--- config.mk ---
export PLATFORM = sky130hd
export DESIGN_NAME = led_scan_top
export DESIGN_NICKNAME = d
export VERILOG_FILES = /design/src/rtl/led_scan_pkg.sv /design/src/rtl/led_scan_regfile.sv /design/src/rtl/led_scan_seq.sv /design/src/rtl/led_scan_drive.sv /design/src/rtl/led_scan_top.sv
export SDC_FILE = /design/constraint.sdc
export NUM_CORES = 1
export LEC_CHECK = 0
export ABC_AREA = 1
export BUFFER_PORTS_ARGS = -buffer_cell sky130_fd_sc_hd__buf_2
export CAP_MARGIN = 10
export CORE_MARGIN = 2
export CORE_UTILIZATION = 35
export CTS_CLUSTER_DIAMETER = 200
export DETAILED_ROUTE_END_ITERATION = 12
export PLACE_DENSITY = 0.56
export SLEW_MARGIN = 20
export SYNTH_ARGS = -nofsm -noshare
export SYNTH_HDL_FRONTEND = slang
export SYNTH_SLANG_ARGS = --single-unit
--- constraint.sdc ---
create_clock -name clk -period 1.8 [get_ports clk]
set_input_delay 0.09 -clock clk [delete_from_list [all_inputs] [get_ports clk]]
set_output_delay 0.09 -clock clk [all_outputs]
set_load 0.02 [all_outputs]
--- src/rtl/led_scan_pkg.sv ---
package led_scan_pkg;

    localparam int unsigned SEG_BITS = 8;

    typedef enum logic {
        PH_BLANK = 1'b0,
        PH_SHOW  = 1'b1
    } scan_phase_e;

    // Lit-segment view of one digit: bit 0 decimal point, bits 7:1 = g..a
    typedef struct packed {
        logic [6:0] gfedcba;
        logic       dp;
    } seg_lit_t;

    // Hex glyph, active-high, bit 0 = a ... bit 6 = g
    function automatic logic [6:0] hex_glyph(input logic [3:0] nib);
        logic [6:0] g;
        case (nib)
            4'h0: g = 7'h3F;
            4'h1: g = 7'h06;
            4'h2: g = 7'h5B;
            4'h3: g = 7'h4F;
            4'h4: g = 7'h66;
            4'h5: g = 7'h6D;
            4'h6: g = 7'h7D;
            4'h7: g = 7'h07;
            4'h8: g = 7'h7F;
            4'h9: g = 7'h6F;
            4'hA: g = 7'h77;
            4'hB: g = 7'h7C;
            4'hC: g = 7'h39;
            4'hD: g = 7'h5E;
            4'hE: g = 7'h79;
            default: g = 7'h71;
        endcase
        return g;
    endfunction

    function automatic seg_lit_t decode_pattern(input logic [SEG_BITS-1:0] pat,
                                                input logic hex);
        seg_lit_t r;
        if (hex) begin
            r.gfedcba = hex_glyph(pat[7:4]);
            r.dp      = pat[0];
        end else begin
            r = seg_lit_t'(pat);
        end
        return r;
    endfunction

endpackage

--- src/rtl/led_scan_regfile.sv ---
module led_scan_regfile
    import led_scan_pkg::*;
#(
    parameter int unsigned DIGITS = 8,
    localparam int unsigned IDX_W = $clog2(DIGITS)
) (
    input  logic                clk,
    input  logic                rst,
    input  logic                wr_en,
    input  logic [IDX_W-1:0]    wr_idx,
    input  logic [SEG_BITS-1:0] wr_data,
    input  logic [IDX_W-1:0]    rd_idx,
    output logic [SEG_BITS-1:0] rd_data
);

    logic [SEG_BITS-1:0] slot_q [DIGITS];

    for (genvar d = 0; d < DIGITS; d++) begin : g_slot
        always_ff @(posedge clk) begin
            if (rst) begin
                slot_q[d] <= '0;
            end else if (wr_en && (wr_idx == IDX_W'(d))) begin
                slot_q[d] <= wr_data;
            end
        end
    end

    assign rd_data = slot_q[rd_idx];

endmodule

--- src/rtl/led_scan_seq.sv ---
module led_scan_seq
    import led_scan_pkg::*;
#(
    parameter int unsigned DIGITS       = 8,
    parameter int unsigned DWELL_CYCLES = 250000,
    parameter int unsigned GAP_CYCLES   = 1,
    localparam int unsigned IDX_W = $clog2(DIGITS),
    localparam int unsigned MAXC  = (DWELL_CYCLES > GAP_CYCLES) ? DWELL_CYCLES : GAP_CYCLES,
    localparam int unsigned CNT_W = $clog2(MAXC + 1)
) (
    input  logic             clk,
    input  logic             rst,
    output scan_phase_e      phase,
    output logic [IDX_W-1:0] digit
);

    localparam logic [CNT_W-1:0] DWELL_LAST = CNT_W'(DWELL_CYCLES - 1);
    localparam logic [CNT_W-1:0] GAP_LAST   = CNT_W'(GAP_CYCLES - 1);
    localparam logic [IDX_W-1:0] DIG_LAST   = IDX_W'(DIGITS - 1);

    scan_phase_e      phase_q;
    logic [CNT_W-1:0] cnt_q;
    logic [IDX_W-1:0] digit_q;

    always_ff @(posedge clk) begin
        if (rst) begin
            phase_q <= PH_BLANK;
            cnt_q   <= '0;
            digit_q <= '0;
        end else begin
            unique case (phase_q)
                PH_BLANK: begin
                    if (cnt_q == GAP_LAST) begin
                        phase_q <= PH_SHOW;
                        cnt_q   <= '0;
                    end else begin
                        cnt_q <= cnt_q + 1'b1;
                    end
                end
                PH_SHOW: begin
                    if (cnt_q == DWELL_LAST) begin
                        phase_q <= PH_BLANK;
                        cnt_q   <= '0;
                        digit_q <= (digit_q == DIG_LAST) ? '0 : digit_q + 1'b1;
                    end else begin
                        cnt_q <= cnt_q + 1'b1;
                    end
                end
                default: phase_q <= PH_BLANK;
            endcase
        end
    end

    assign phase = phase_q;
    assign digit = digit_q;

endmodule

--- src/rtl/led_scan_drive.sv ---
module led_scan_drive
    import led_scan_pkg::*;
#(
    parameter int unsigned DIGITS = 8,
    localparam int unsigned IDX_W = $clog2(DIGITS)
) (
    input  logic                clk,
    input  logic                rst,
    input  scan_phase_e         phase,
    input  logic [IDX_W-1:0]    digit,
    input  logic [SEG_BITS-1:0] pattern,
    input  logic                hex_mode,
    output logic [SEG_BITS-1:0] seg_n,
    output logic [DIGITS-1:0]   dig_en
);

    seg_lit_t          lit;
    logic [DIGITS-1:0] en_next;

    assign lit     = decode_pattern(pattern, hex_mode);
    assign en_next = DIGITS'(1) << digit;

    always_ff @(posedge clk) begin
        if (rst) begin
            seg_n  <= '1;
            dig_en <= '0;
        end else if (phase == PH_SHOW) begin
            seg_n  <= ~SEG_BITS'(lit);
            dig_en <= en_next;
        end else begin
            seg_n  <= '1;
            dig_en <= '0;
        end
    end

endmodule

--- src/rtl/led_scan_top.sv ---
module led_scan_top
    import led_scan_pkg::*;
#(
    parameter int unsigned DIGITS       = 8,
    parameter int unsigned DWELL_CYCLES = 250000,
    parameter int unsigned GAP_CYCLES   = 1,
    localparam int unsigned IDX_W = $clog2(DIGITS)
) (
    input  logic                clk,
    input  logic                rst,
    input  logic                wr_en,
    input  logic [IDX_W-1:0]    wr_idx,
    input  logic [SEG_BITS-1:0] wr_data,
    input  logic                hex_mode,
    output logic [SEG_BITS-1:0] seg_n,
    output logic [DIGITS-1:0]   dig_en
);

    scan_phase_e         phase;
    logic [IDX_W-1:0]    digit;
    logic [SEG_BITS-1:0] pattern;

    led_scan_regfile #(.DIGITS(DIGITS)) regs_i (
        .clk     (clk),
        .rst     (rst),
        .wr_en   (wr_en),
        .wr_idx  (wr_idx),
        .wr_data (wr_data),
        .rd_idx  (digit),
        .rd_data (pattern)
    );

    led_scan_seq #(
        .DIGITS       (DIGITS),
        .DWELL_CYCLES (DWELL_CYCLES),
        .GAP_CYCLES   (GAP_CYCLES)
    ) seq_i (
        .clk   (clk),
        .rst   (rst),
        .phase (phase),
        .digit (digit)
    );

    led_scan_drive #(.DIGITS(DIGITS)) drive_i (
        .clk      (clk),
        .rst      (rst),
        .phase    (phase),
        .digit    (digit),
        .pattern  (pattern),
        .hex_mode (hex_mode),
        .seg_n    (seg_n),
        .dig_en   (dig_en)
    );

endmodule

==> results.py <==
metrics = {
    "die": {
        "rows": 43,
        "floorplan.initialDensity_pct": 35.9,
        "core_sq_um": 13900,
        "dieArea_sq_um": 15200,
        "die_h_um": 123,
        "num_io_pins": 31,
        "die_x_um": 123,
    },
    "cells_and_area": {
        "final_common_cell": "nand2_1",
        "area_delta_synth_final_pct": 15.2,
        "n_antenna_cell": 0,
        "fin_nets": 672,
        "final_cell_mix": "nand2_1 (142), nor2_1 (122), nand3_1 (75)",
        "fin_cells": 829,
        "drive_above_1_share_pct": 12.3,
    },
    "timing": {
        "fmax_ghz": 0.605,
        "hold_violations": 0,
        "period_minus_slack_ns": 1.65,
        "holdWs_ns": 0.0300,
        "fin_skew_ns": 0.00956,
        "period_share_pct": 91.9,
        "maxSlewHeadroom_pct": 66.6,
        "tightest_slew_ns": 0.499,
        "slew_violations": 0,
        "setup_viol": 0,
        "grt_setup_unrepaired": "true",
    },
    "routing": {
        "wire_per_inst_um": 14.2,
        "viasPerCell": 4.86,
        "totalWireLength_um": 11800,
        "drt-pass1-iter-count": 5,
        "vias": 4025,
        "drtAntennaViolNets": 0,
        "first_iter_violations": 354,
        "drc_errors": 0,
    },
    "yosys": {
        "synth_seq_cells": 105,
        "synth.top_cell.area_share_pct": 38.6,
        "synthDistinctLibCells": 29,
        "synthCells": 596,
        "ys_seq_area_share_pct": 55.0,
        "synth_area_sq_um": 4980,
        "yosys-top-cells-area": "edfxtp_1 (39%), dfxtp_1 (16%), nand2_1 (11%)",
        "yosys_warnings": 0,
        "yosys.area.top_type": "edfxtp_1",
        "syn_avg_cell_area_sq_um": 8.36,
        "syn-num-nets": 624,
    },
    "hold_path": {
        "min-delay-start": "rst",
        "hold_depth": 2,
        "hold_class": "in -> reg",
    },
    "clock_network": {
        "clk_pin_slew_worst_paths_ns": 0.07,
        "clock_path_buffers": 2,
        "clock-sinks": 105,
        "clock_latency_ns": 0.35,
        "cts_setup_buffers": 0,
        "clock-root-buffer": "clkbuf_16",
        "cts_max_level": 3,
        "cts_tree": "built",
        "holdBufCountCts": 0,
        "cts_resized": 0,
        "cts_buffers": 9,
    },
    "flow_run": {
        "cap_viol_max_count": 0,
    },
    "power_and_ir_drop": {
        "ir_drop_uv": 475,
        "p_leak_nw": 2.43,
        "power_density_nw_per_um2": 881,
    },
    "global_route": {
        "grt_max_degree": 22,
        "overflow": 0,
        "grt_pass1_wl_um": 19200,
        "track_usage_pct": 16.8,
        "grt_pass1_vias": 3833,
        "antenna_found_initial": 0,
    },
    "place": {
        "post-dp-hpwl_um": 8650,
        "dpl.cell_count": 813,
        "routabilityCongestion": 0.843,
        "port_buffers": 30,
    },
    "critical_path": {
        "worst_ep_required_time_ns": 2.04,
        "crit_type": "reg -> reg",
        "path_cells": "inv_2, buf_4, nand2_1, nand3_1, nand3_2, nand2_2, nand2_1, nand3_1, nand3_1",
        "cp_max_fo": 13,
        "critPathTopFamily": "simple AND/OR/NAND/NOR gates",
        "crit_top_cell": "nand3_1",
        "cp.depth": 9,
        "slowest_stage": "dfxtp_1",
        "worstSetupEndpointType": "flop",
        "r2r_cells": 9,
        "start_kind": "flop",
        "cpPeakStageDelay_ns": 0.33,
        "critPathBufInv": 2,
        "worstPathArrival_ns": 1.89,
    },
    "run_status": {
        "outcome": "complete, no violations",
    },
}
metrics by stage:
step	setup slack [ns]	cell area [sq um]	TNS [ns]	utilization, %	power, W
global placement	0.152	5440	0	39.2	0.00318
floorplan	0.146	4980	0	-	0.00302
detailed placement	0.129	5440	0	39.2	0.00319
finish	0.146	5740	0	41.4	0.00506
global route	-0.0290	5740	-0.0290	41.4	0.00527
CTS	0.112	5730	0	41.2	0.00510
state kept, by name, summed over array words and instances, names as in the netlist, named ones only:
name	count
seq_i.digit	3
seq_i.phase	1
seq_i.cnt_q	18
drive_i.seg_n	8
regs_i.slot_q	64
drive_i.dig_en	8
where the power goes:
group          total, W  switching (W)  internal (W)
Sequential      0.00272      0.0000441       0.00267
Clock           0.00193       0.000857       0.00107
Combinational  0.000416       0.000290      0.000127
Total           0.00506        0.00119       0.00387
cell families after synthesis:
family / share of synthesized area [%]
AND/OR/NAND/NOR: 31.4
AO/OA/AOI/OAI: 1.58
buffers and inverters: 7.03
adder cells (fa/ha/maj): 3.26
XOR/XNOR: 1.76
flip-flops: 55.0
Yosys cell counts:
cell and instances:
nor2_2 2, a21oi_1 2, dfxtp_1 41, ha_1 13, o21ai_0 7, o221ai_1 2, xnor2_1 3, buf_2 7
o21ai_1 2, inv_2 2, nor3_1 8, nand3_2 1, buf_4 3, edfxtp_1 64, inv_1 70, nor2_4 1
clkbuf_1 3, xor2_1 7, nand2_2 2, nor3_2 3, nand3b_1 2, buf_6 1, nand4_1 5, nand2_1 143
nand4_2 1, nor4_1 2, nor2_1 122, nand3_1 76, o22ai_1 1
layer usage:
layer	up-vias	global-route usage, %	wire [um]	share of wire, %
met5	-	0	0	0
met3	20	3.32	727	6.2
li1	2004	-	-	-
met2	140	24.8	5260	45
met1	1861	23.7	5540	47
met4	0	7.88	282	2.4
path summary, 6_finish.rpt:
check | endpoint | slack (ns)
worst min register to register | seq_i.cnt_q[0] | 0.49
worst max register to register | drive_i.seg_n[4] | 0.15
worst max-delay path | drive_i.seg_n[4] | 0.15
worst min-delay path | seq_i.cnt_q[9] | 0.03
area by class of cell:
class | instances | area, sq um
fill | 1376 | 8140
sequential | 105 | 2740
multi-input combinational | 405 | 1910
timing repair buffer | 51 | 312
inverter | 72 | 270
clock buffer | 10 | 229
tap | 180 | 225
clock inverter | 6 | 58.8
Power figures use the tool's default switching activity.
